$ cat config.mk
export PLATFORM = sky130hd
export DESIGN_NAME = be_lane_lsu
export DESIGN_NICKNAME = d
export VERILOG_FILES = /design/src/rtl/lsu_pkg.sv /design/src/rtl/lsu_ctrl.sv /design/src/rtl/lsu_datapath.sv /design/src/rtl/be_lane_lsu.sv
export SDC_FILE = /design/constraint.sdc
export NUM_CORES = 1
export LEC_CHECK = 0
export BUFFER_PORTS_ARGS = -buffer_cell sky130_fd_sc_hd__buf_2
export CORE_UTILIZATION = 35
export CTS_CLUSTER_SIZE = 30
export DETAILED_ROUTE_END_ITERATION = 16
export PLACE_DENSITY = 0.73
export SETUP_SLACK_MARGIN = 0.02
export SKIP_CTS_REPAIR_TIMING = 1
export SYNTH_ARGS = -nofsm -noshare
export SYNTH_HDL_FRONTEND = slang
export SYNTH_SLANG_ARGS = --single-unit
$ cat constraint.sdc
create_clock -name clk -period 3.39 [get_ports clk]
set_input_delay 0.339 -clock clk [delete_from_list [all_inputs] [get_ports clk]]
set_output_delay 0.339 -clock clk [all_outputs]
set_load 0.005 [all_outputs]
$ cat src/rtl/lsu_pkg.sv
package lsu_pkg;

  parameter logic [5:0] OP_LD_BYTE = 6'h20;
  parameter logic [5:0] OP_LD_WORD = 6'h23;
  parameter logic [5:0] OP_ST_BYTE = 6'h28;
  parameter logic [5:0] OP_ST_WORD = 6'h2b;

  // strobes from control to datapath; at most one of the four access bits is set
  typedef struct packed {
    logic rdByte;
    logic rdWord;
    logic wrByte;
    logic wrWord;
    logic misalign;
  } lsu_strobe_t;

endpackage

$ cat src/rtl/lsu_ctrl.sv
module lsu_ctrl
  import lsu_pkg::*;
#(
  parameter int LANE_W = 2
) (
  input  logic              reqValid,
  input  logic [5:0]        opcode,
  input  logic [LANE_W-1:0] addrLow,
  output lsu_strobe_t       strb
);

  logic isLdByte, isLdWord, isStByte, isStWord, aligned;

  always_comb begin
    isLdByte = reqValid && (opcode == OP_LD_BYTE);
    isLdWord = reqValid && (opcode == OP_LD_WORD);
    isStByte = reqValid && (opcode == OP_ST_BYTE);
    isStWord = reqValid && (opcode == OP_ST_WORD);
    aligned  = (addrLow == '0);

    strb.rdByte   = isLdByte;
    strb.rdWord   = isLdWord && aligned;
    strb.wrByte   = isStByte;
    strb.wrWord   = isStWord && aligned;
    strb.misalign = (isLdWord || isStWord) && !aligned;
  end

endmodule

$ cat src/rtl/lsu_datapath.sv
module lsu_datapath
  import lsu_pkg::*;
#(
  parameter int DATA_W = 32,
  parameter int OFF_W  = 16,
  localparam int LANES  = DATA_W / 8,
  localparam int LANE_W = $clog2(LANES),
  localparam int WADR_W = DATA_W - LANE_W
) (
  input  logic              clk,
  input  logic              rstN,
  input  lsu_strobe_t       strb,
  input  logic [DATA_W-1:0] baseVal,
  input  logic [OFF_W-1:0]  offset,
  input  logic [DATA_W-1:0] storeData,
  input  logic [DATA_W-1:0] memRdata,
  output logic [LANE_W-1:0] addrLow,
  output logic [WADR_W-1:0] memAddr,
  output logic [LANES-1:0]  memWe,
  output logic [DATA_W-1:0] memWdata,
  output logic              memRd,
  output logic              wbEn,
  output logic [DATA_W-1:0] wbData
);

  logic [DATA_W-1:0] effAddr;
  logic [LANE_W-1:0] physLane;
  logic              rspValid, rspByte;
  logic [LANE_W-1:0] rspLane;
  logic [7:0]        rdLanes [LANES];
  logic [7:0]        selByte;

  // address: base + sign-extended offset, big-endian lane mapping
  always_comb begin
    effAddr  = baseVal + {{(DATA_W-OFF_W){offset[OFF_W-1]}}, offset};
    addrLow  = effAddr[LANE_W-1:0];
    memAddr  = effAddr[DATA_W-1:LANE_W];
    physLane = LANE_W'(LANES-1) - addrLow;
    memRd    = strb.rdByte || strb.rdWord;
  end

  for (genvar g = 0; g < LANES; g++) begin : gLane
    assign memWe[g] = strb.wrWord || (strb.wrByte && (physLane == LANE_W'(g)));
    assign memWdata[8*g +: 8] = strb.wrWord ? storeData[8*g +: 8] : storeData[7:0];
    assign rdLanes[g] = memRdata[8*g +: 8];
  end

  always_ff @(posedge clk) begin
    if (!rstN) begin
      rspValid <= 1'b0;
      rspByte  <= 1'b0;
      rspLane  <= '0;
    end else begin
      rspValid <= memRd;
      rspByte  <= strb.rdByte;
      rspLane  <= physLane;
    end
  end

  always_comb begin
    selByte = rdLanes[rspLane];
    wbEn    = rspValid;
    wbData  = rspByte ? {{(DATA_W-8){selByte[7]}}, selByte} : memRdata;
  end


  rd_wr_excl_chk: assert property (@(posedge clk) disable iff (!rstN)
    !(memRd && (memWe != '0)));


  misalign_quiet_chk: assert property (@(posedge clk) disable iff (!rstN)
    strb.misalign |-> (memWe == '0) && !memRd);


  misalign_no_wb_chk: assert property (@(posedge clk) disable iff (!rstN)
    strb.misalign |=> !wbEn);


  wb_after_read_chk: assert property (@(posedge clk) disable iff (!rstN)
    wbEn |-> $past(memRd));


  byte_we_single_chk: assert property (@(posedge clk) disable iff (!rstN)
    strb.wrByte |-> $onehot(memWe));

endmodule

$ cat src/rtl/be_lane_lsu.sv
module be_lane_lsu
  import lsu_pkg::*;
#(
  parameter int DATA_W = 32,
  parameter int OFF_W  = 16,
  localparam int LANES  = DATA_W / 8,
  localparam int LANE_W = $clog2(LANES),
  localparam int WADR_W = DATA_W - LANE_W
) (
  input  logic              clk,
  input  logic              rstN,
  input  logic              reqValid,
  input  logic [5:0]        opcode,
  input  logic [DATA_W-1:0] baseVal,
  input  logic [OFF_W-1:0]  offset,
  input  logic [DATA_W-1:0] storeData,
  output logic [WADR_W-1:0] memAddr,
  output logic [LANES-1:0]  memWe,
  output logic [DATA_W-1:0] memWdata,
  output logic              memRd,
  input  logic [DATA_W-1:0] memRdata,
  output logic              misalign,
  output logic              wbEn,
  output logic [DATA_W-1:0] wbData
);

  lsu_strobe_t       strb;
  logic [LANE_W-1:0] addrLow;

  lsu_ctrl #(.LANE_W(LANE_W)) ctrl_i (
    .reqValid (reqValid),
    .opcode   (opcode),
    .addrLow  (addrLow),
    .strb     (strb)
  );

  lsu_datapath #(.DATA_W(DATA_W), .OFF_W(OFF_W)) dp_i (
    .clk       (clk),
    .rstN      (rstN),
    .strb      (strb),
    .baseVal   (baseVal),
    .offset    (offset),
    .storeData (storeData),
    .memRdata  (memRdata),
    .addrLow   (addrLow),
    .memAddr   (memAddr),
    .memWe     (memWe),
    .memWdata  (memWdata),
    .memRd     (memRd),
    .wbEn      (wbEn),
    .wbData    (wbData)
  );

  assign misalign = strb.misalign;


  reset_wb_low_chk: assert property (@(posedge clk) disable iff (!rstN)
    $rose(rstN) |-> !wbEn);


  byte_no_misalign_chk: assert property (@(posedge clk) disable iff (!rstN)
    (reqValid && (opcode == OP_LD_BYTE || opcode == OP_ST_BYTE)) |-> !misalign);

endmodule

==> results.yml, run 1 <==
sta:
  hold_violations: 0
  drv_slew: 0
  tightest_slew_ns: 0.6317
  rsz0062_at_grt: "no"
  finalSetupViolCount: 0
  clock.fmax_ghz: 0.3312
  period_share_pct: 89.06
  max_slew_margin_pct: 57.78
  fin_crit_ns: 3.019
  setup_tns_ns: 0
drt:
  wl_per_cell_um: 12.66
  drc: 0
  firstDrtPassIters: 5
  drt_iter0_drc: 114
  viasPerCell: 5.116
  num_vias: 3893
  antenna_left: 0
  drt_wl_total_um: 9631
synth:
  ys_ff_latch: 4
  yosys_warnings: 0
  synthesis.instances: 458
  ys.flop_type: "dfxtp_1"
  synth.cell_area_sq_um: 2766
  syn_area_per_cell_sq_um: 6.040
  synthArstFlopShare_pct: 0
  synthDistinctLibCells: 57
  yosysSeqAreaShare_pct: 2.895
  synth_edf_count: 0
  synth.net_count: 611
clock_tree:
  clock_sinks: 4
  clkTransAtPathRegs_ns: 0.03
  clockBufferDepth: 2
  root_buffer: "clkbuf_8"
  cts_buffers: 3
  cts_tree: "yes"
  cts_max_level: 1
worst_setup_path:
  cp.buffers_inverters: 3
  path_max_fanout: 5
  critPathKind: "primary input to primary output"
  critPathArrivalTime_ns: 2.68
  crit_family: "compound AO/OA/AOI/OAI gates"
  path_cells: "buf_2, ha_1, inv_1, fa_1, nor2b_4, o2111ai_1, a21oi_2, o41ai_4, a21oi_2, and4b_2, a211oi_1, buf_2"
  cp-start-kind: "primary input"
  crit_path_top_delay_cell: "fa_1"
  endpoint_kind: "primary output"
  crit_required_ns: 3.05
  max_stage_delay_ns: 0.44
power:
  peakVddDrop_uv: 106.7
  p_leak_nw: 2.215
  p_per_area_nw_per_um2: 206.9
  power.total_mw: 0.8141
layout:
  final_cell_mix: "221 x buf_2, 94 x nand2_1, 49 x nor2_1"
  diodes: 0
  syn2layout_area_growth_pct: 42.24
  fin_area_sq_um: 3935
  fillers: 797
  drive_gt1_share_pct: 37.03
  layout.nets: 814
  postLayoutCoreUtil_pct: 51.19
  final_common_cell: "buf_2"
placed_design:
  place.gp.congestion: 0.9258
  io_buffers: 221
  dpl_cell_area_sq_um: 3894
  dp_hpwl_um: 8036
floorplanning:
  initial_core_util_pct: 35.99
  die_w_um: 90.91
  core_area_sq_um: 7687
  die_y_um: 90.91
  std_cell_rows: 32
  die_area_sq_um: 8264
  ios: 222
global_route:
  antenna_found_initial: 0
  grt-ovfl-total: 0
  grt_pass1_wl_um: 15100
  grt_pass1_vias: 3346
  grt_util_all_layers_pct: 21.46
  grt_max_degree: 37
min_path:
  min_path_type: "primary input to register"
  worstHoldStart: "opcode[3]"
  hold_depth: 2
  worst_hold_path.endpoint: "dp_i.rspByte"
job:
  cap_viol_max_count: 0
outcome:
  status: "complete, no violations"
==> registers in the layout, summed over array words and instances (netlist names) <==
signal / flops
dp_i.rspLane: 2
dp_i.wbEn: 1
dp_i.rspByte: 1
==> kinds of logic (layout without fill, tap and decap cells) <==
group                    count (synthesis)  after routing  synth area share (%)
adder cells (fa/ha/maj)                 32             32                 14.74
AND/OR/NAND/NOR                        187            187                 29.67
buffers and inverters                   62            263                 9.679
multiplexers                             2              2                 1.176
AO/OA/AOI/OAI                          143            143                 32.97
XOR/XNOR                                28             28                 8.865
flip-flops                               4              4                 2.895
==> stage by stage <==
stage,setup WS (ns),hold slack [ns],std cells
floorplan,0.7860,0.4146,458
global placement,0.4107,0.5413,758
detailed placement,0.3654,0.5442,758
CTS,0.3504,0.3081,761
global route,0.1934,0.3203,761
finish,0.3708,0.3161,761
==> where the power goes <==
| group | leakage [nW] | internal (mW) | switching (mW) |
|---|---|---|---|
| Sequential | 0.0328 | 0.0497 | 0.00323 |
| Combinational | 2.16 | 0.313 | 0.346 |
| Clock | 0.0216 | 0.0758 | 0.0263 |
| Total | 2.21 | 0.439 | 0.375 |
==> synthesized netlist by cell type (5+ instances only) <==
cell      number  area share (%)
nand2_1       94              13
nor2_1        49             6.6
o21ai_0       40             7.2
a21oi_1       38             6.9
inv_1         35             4.7
ha_1          31              14
xnor2_1       19             6.0
clkbuf_1      17             2.3
a21o_1        12             3.3
a31oi_1        9             2.0
buf_4          9             2.4
xor2_1         9             2.8
nor3_1         8             1.4
o22ai_1        8             1.8
nand3_1        6             1.1
nand4_1        6             1.4
a21oi_2        5             1.6
==> final cells by class <==
| class | count | area [sq um] | share of cell area (%) |
|---|---|---|---|
| clock buffers | 3 | 41.29 | 1.049 |
| repair buffers | 225 | 1136 | 28.87 |
| multi-input cells | 392 | 2419 | 61.46 |
| inverters | 35 | 131.4 | 3.339 |
| well taps | 102 | 127.6 | 3.243 |
| flip-flops and latches | 4 | 80.08 | 2.035 |
==> per-layer routing <==
layer | GRT usage, % | vias up | wire, um
li1 | - | 2005 | -
met1 | 26.93 | 1736 | 4168
met2 | 39.02 | 140 | 4738
met3 | 3.199 | 12 | 602
met4 | 3.439 | 0 | 121
met5 | 0 | - | 0
==> how the worst max path moves through the flow <==
stage,start,to,cells after the start
4_1_cts,baseVal[0],memAddr[26],12
3_5_place_dp,baseVal[0],memAddr[26],12
3_3_place_gp,baseVal[0],memAddr[26],12
2_1_floorplan,offset[0],memAddr[26],10
5_1_grt,baseVal[0],memAddr[26],12
6_report,baseVal[0],memAddr[26],12
Power figures use the tool's default switching activity.
==> run 2, diff against run 1 <==
--- a/config.mk
+++ b/config.mk
@@ -6,6 +6,7 @@
 export NUM_CORES = 1
 export LEC_CHECK = 0
 export BUFFER_PORTS_ARGS = -buffer_cell sky130_fd_sc_hd__buf_2
+export CORE_MARGIN = 4
 export CORE_UTILIZATION = 35
 export CTS_CLUSTER_SIZE = 30
 export DETAILED_ROUTE_END_ITERATION = 16
==> results.yml, run 2 (synthesis results as in run 1) <==
layout:
  multi_input_area_sq_um: 2419
  fin_area_sq_um: 3935
  largest_reg_flops: 2
  final_cell_mix: "221 x buf_2, 94 x nand2_1, 49 x nor2_1"
  diodes: 0
  top_register: "dp_i.rspLane"
  fillers: 826
  drive_gt1_share_pct: 37.03
  syn2layout_area_growth_pct: 42.24
  final_common_cell: "buf_2"
  ff_latch_area_sq_um: 80.08
  layout.nets: 814
floorplanning:
  die_area_sq_um: 9391
  die_y_um: 96.91
  initial_core_util_pct: 35.99
  die_w_um: 96.91
  core_area_sq_um: 7687
  std_cell_rows: 32
  ios: 222
global_route:
  grt_max_degree: 42
  grt_pass1_vias: 3702
  grt_util_all_layers_pct: 20.86
  grt_pass1_wl_um: 17100
  grt-ovfl-total: 0
  antenna_found_initial: 0
clock_tree:
  clkTransAtPathRegs_ns: 0.03
  cts_max_level: 1
  cts_tree: "yes"
  clock_sinks: 4
  cts_buffers: 3
  clockBufferDepth: 2
  root_buffer: "clkbuf_8"
sta:
  finalSetupViolCount: 0
  drv_slew: 0
  period_share_pct: 88.93
  setup_tns_ns: 0
  clock.fmax_ghz: 0.3317
  rsz0062_at_grt: "no"
  hold_violations: 0
  max_slew_margin_pct: 57.34
  tightest_slew_ns: 0.6384
  worst_slack_ns: 0.3754
  fin_crit_ns: 3.015
min_path:
  min_path_type: "primary input to register"
placed_design:
  dpl_cell_area_sq_um: 3894
  place.gp.congestion: 0.9725
  dp_worst_setup_slack_ns: 0.3442
  io_buffers: 221
  dp_hpwl_um: 8974
worst_setup_path:
  max_stage_delay_ns: 0.43
  worstSetupEndpoint: "memAddr[26]"
  crit_required_ns: 3.05
  path_cells: "buf_2, ha_1, inv_1, fa_1, nor2b_4, o2111ai_1, a21oi_2, o41ai_4, a21oi_2, and4b_2, a211oi_1, buf_2"
  endpoint_kind: "primary output"
  crit_path_top_delay_cell: "fa_1"
  critPathArrivalTime_ns: 2.68
  path_max_fanout: 5
  startpoint: "offset[0]"
  critPathKind: "primary input to primary output"
  cp-start-kind: "primary input"
job:
  cap_viol_max_count: 0
drt:
  wl_per_cell_um: 14.00
  num_vias: 3943
  antenna_left: 0
  drc: 0
  firstDrtPassIters: 5
  drt_iter0_drc: 132
  viasPerCell: 5.181
  drt_wl_total_um: 10650
power:
  power.total_mw: 0.8202
  p_per_area_nw_per_um2: 208.4
  peakVddDrop_uv: 95.20
  p_leak_nw: 2.215
outcome:
  status: "complete, no violations"
[run 2: cell counts in the layout (fill, tap and decap cells not counted)]
No cell type changed its count.
[run 2: worst max-delay path, delay by kind of cell]
family	cells	cell delay [ns]
AOI/OAI and AO/OA	5	1.03
adders and majority gates	2	0.61
buffers and inverters	3	0.28
and+or+nand+nor	2	0.41
[run 2: stage by stage]
step | std cells | hold WS [ns] | utilization [%]
detailed placement | 758 | 0.5444 | 50.65
CTS | 761 | 0.3076 | 51.19
global placement | 758 | 0.5359 | 50.65
global route | 761 | 0.3151 | 51.19
finish | 761 | 0.3181 | 51.19
floorplan | 458 | 0.4146 | -
[run 2: layout make-up]
| cell class | instances | area share, % |
|---|---|---|
| clock buffer | 3 | 1.049 |
| sequential | 4 | 2.035 |
| multi-input combinational | 392 | 61.46 |
| tap | 102 | 3.243 |
| timing repair buffer | 225 | 28.87 |
| inverter | 35 | 3.339 |
[run 2: per-layer routing]
metal / GRT usage, % / vias to the layer above / wire length, um
met1: 24.13 / 1764 / 4212
met3: 3.605 / 17 / 819
met2: 39.97 / 166 / 5446
met4: 3.780 / 0 / 173
met5: 0 / - / 0
li1: - / 1996 / -
[run 2: how the worst min path moves through the flow]
stage | startpoint | end | slack [ns] | cells past startpoint
3_3_place_gp | opcode[3] | dp_i.rspByte | 0.54 | 2
4_1_cts | opcode[3] | dp_i.rspByte | 0.31 | 2
5_1_grt | opcode[3] | dp_i.rspByte | 0.32 | 2
2_1_floorplan | opcode[2] | dp_i.rspByte | 0.41 | 1
6_report | opcode[3] | dp_i.rspByte | 0.32 | 2
3_5_place_dp | opcode[3] | dp_i.rspByte | 0.54 | 2
[run 2: power by group]
| group | internal, mW | leakage [nW] | switching (mW) | total (mW) |
|---|---|---|---|---|
| logic | 0.313 | 2.16 | 0.352 | 0.665 |
| registers | 0.0498 | 0.0328 | 0.00312 | 0.0529 |
| clock network | 0.0758 | 0.0216 | 0.0262 | 0.102 |
==> run 3, diff against run 2 <==
--- a/config.mk
+++ b/config.mk
@@ -5,12 +5,14 @@
 export SDC_FILE = /design/constraint.sdc
 export NUM_CORES = 1
 export LEC_CHECK = 0
+export ABC_AREA = 1
 export BUFFER_PORTS_ARGS = -buffer_cell sky130_fd_sc_hd__buf_2
 export CORE_MARGIN = 4
 export CORE_UTILIZATION = 35
 export CTS_CLUSTER_SIZE = 30
 export DETAILED_ROUTE_END_ITERATION = 16
-export PLACE_DENSITY = 0.73
+export MAX_ROUTING_LAYER = met4
+export PLACE_DENSITY = 0.68
 export SETUP_SLACK_MARGIN = 0.02
 export SKIP_CTS_REPAIR_TIMING = 1
 export SYNTH_ARGS = -nofsm -noshare
==> constraint.sdc (replaced) <==
create_clock -name clk -period 3.3 [get_ports clk]
set_input_delay 0.33 -clock clk [delete_from_list [all_inputs] [get_ports clk]]
set_output_delay 0.33 -clock clk [all_outputs]
set_load 0.005 [all_outputs]
==> results.yml, run 3 <==
synth:
  ys_ff_latch: 4
  synthArstFlopShare_pct: 0
  synth_edf_count: 0
  synth_top_cell_by_area: "nand2_1"
  synth.most_common_cell: "nand2_1"
  synth.net_count: 866
  synth_top_area_share_pct: 28.08
  syn_area_per_cell_sq_um: 4.856
  synthTopCellsByArea: "nand2_1 28%, inv_1 19%, ha_1 11%"
  ys_top_cells_by_count: "259 x nand2_1, 173 x inv_1, 49 x nor2_1, 41 x o21ai_0, 32 x a21oi_1"
  synthDistinctLibCells: 32
  synth.cell_area_sq_um: 3462
  synthesis.instances: 713
  ys.flop_type: "dfxtp_1"
  yosys_warnings: 0
  yosysSeqAreaShare_pct: 2.313
global_route:
  grt_util_all_layers_pct: 21.24
  grt-ovfl-total: 0
  grt_max_degree: 37
  antenna_found_initial: 0
  grt_pass1_vias: 4295
  grt_pass1_wl_um: 19650
sta:
  hold_violations: 0
  tightest_slew_ns: 0.5187
  max_slew_margin_pct: 65.37
  drv_slew: 0
  fin_crit_ns: 2.851
  rsz0062_at_grt: "no"
  finalSetupViolCount: 0
  clock.fmax_ghz: 0.3508
  period_share_pct: 86.39
  worst_slack_ns: 0.4490
  setup_tns_ns: 0
worst_setup_path:
  crit_path_top_delay_cell: "fa_1"
  path_max_fanout: 36
  max_stage_delay_ns: 0.54
  crit_required_ns: 2.97
  path_cells: "buf_2, ha_1, inv_1, fa_1, inv_1, nor2_1, nand3_4, nand2_1, o21ai_1, buf_2"
  critPathArrivalTime_ns: 2.52
  cp.buffers_inverters: 4
  crit_family: "simple AND/OR/NAND/NOR gates"
  critPathKind: "primary input to primary output"
  cp-start-kind: "primary input"
  endpoint_kind: "primary output"
power:
  p_per_area_nw_per_um2: 184.5
  power.total_mw: 0.8598
  p_leak_nw: 3.244
  peakVddDrop_uv: 88.99
layout:
  drive_gt1_share_pct: 27.58
  postLayoutCoreUtil_pct: 48.11
  diodes: 0
  final_common_cell: "nand2_1"
  top_register: "dp_i.rspLane"
  final_cell_mix: "259 x nand2_1, 221 x buf_2, 173 x inv_1"
  largest_reg_flops: 2
  layout.nets: 1076
  fin_area_sq_um: 4659
  syn2layout_area_growth_pct: 34.59
floorplanning:
  initial_core_util_pct: 35.75
  std_cell_rows: 36
  die_y_um: 107.5
  core_area_sq_um: 9684
  die_w_um: 107.5
  ios: 222
  die_area_sq_um: 11550
clock_tree:
  cts_buffers: 3
  clockBufferDepth: 2
  clkTransAtPathRegs_ns: 0.03
  clock_sinks: 4
  root_buffer: "clkbuf_8"
  cts_tree: "yes"
  cts_max_level: 1
placed_design:
  place.gp.congestion: 0.9608
  io_buffers: 221
  dpl_cell_area_sq_um: 4618
  dp_worst_setup_slack_ns: 0.5117
  dp_hpwl_um: 11140
drt:
  wl_met2_um: 5788
  wl_met3_um: 826
  drt_wl_total_um: 12400
  drt-met1-wl_um: 5651
  topRoutingLayerUsed: "met4"
  drc: 0
  drt_iter0_drc: 316
  num_vias: 4729
  antenna_left: 0
  firstDrtPassIters: 5
  viasPerCell: 4.487
  wl_per_cell_um: 11.77
min_path:
  min_path_type: "primary input to register"
job:
  cap_viol_max_count: 0
outcome:
  status: "complete, no violations"
-- run 3: changes by cell type after synthesis, sizes merged, moves of 16 or more --
cell / delta
nand3: +24
o21ai: +23
clkbuf: -16
xnor2: -16
nand2: +177
inv: +139
-- run 3: path summary, 6_finish.rpt --
kind	start	endpoint	depth (start not counted)
worst min-delay path	rstN	dp_i.rspLane[1]	3
worst max-delay path	baseVal[0]	memWdata[17]	10
-- run 3: cell type report --
cell class                 instances  area [sq um]
clock buffer                       3         41.29
fill                            1097          5025
inverter                         174         653.1
multi-input combinational        518          2605
sequential                         4         80.08
tap                              133         166.4
timing repair buffer             222          1114
-- run 3: stage by stage --
step,instances,hold WS (ns)
floorplan,713,0.4276
global placement,1051,0.5763
detailed placement,1051,0.5570
CTS,1054,0.3337
global route,1054,0.3587
finish,1054,0.3462
-- run 3: power by group --
part	internal, mW	switching, mW	total (mW)
combinational	0.296	0.403	0.699
clock	0.0777	0.0249	0.103
sequential	0.0511	0.00699	0.0581
-- run 3: metal layers --
metal  track usage [%]  up-vias
li1                  -     2567
met1             26.34     1996
met2             37.71      156
met3             2.519       10
met4             3.427        0
met5                 -        -
-- run 3: tightest hold or removal path: stages --
cell and delay [ns]:
buf_2 0.10, nand2_1 0.06, inv_1 0.04
-- run 3: logic make-up after synthesis --
| kind of cell | Yosys count | share of synthesized area [%] |
|---|---|---|
| xor+xnor | 15 | 3.795 |
| simple gates | 368 | 43.59 |
| buf+inv | 191 | 22.44 |
| fa+ha+maj | 32 | 11.78 |
| compound gates | 103 | 16.08 |
| flops | 4 | 2.313 |
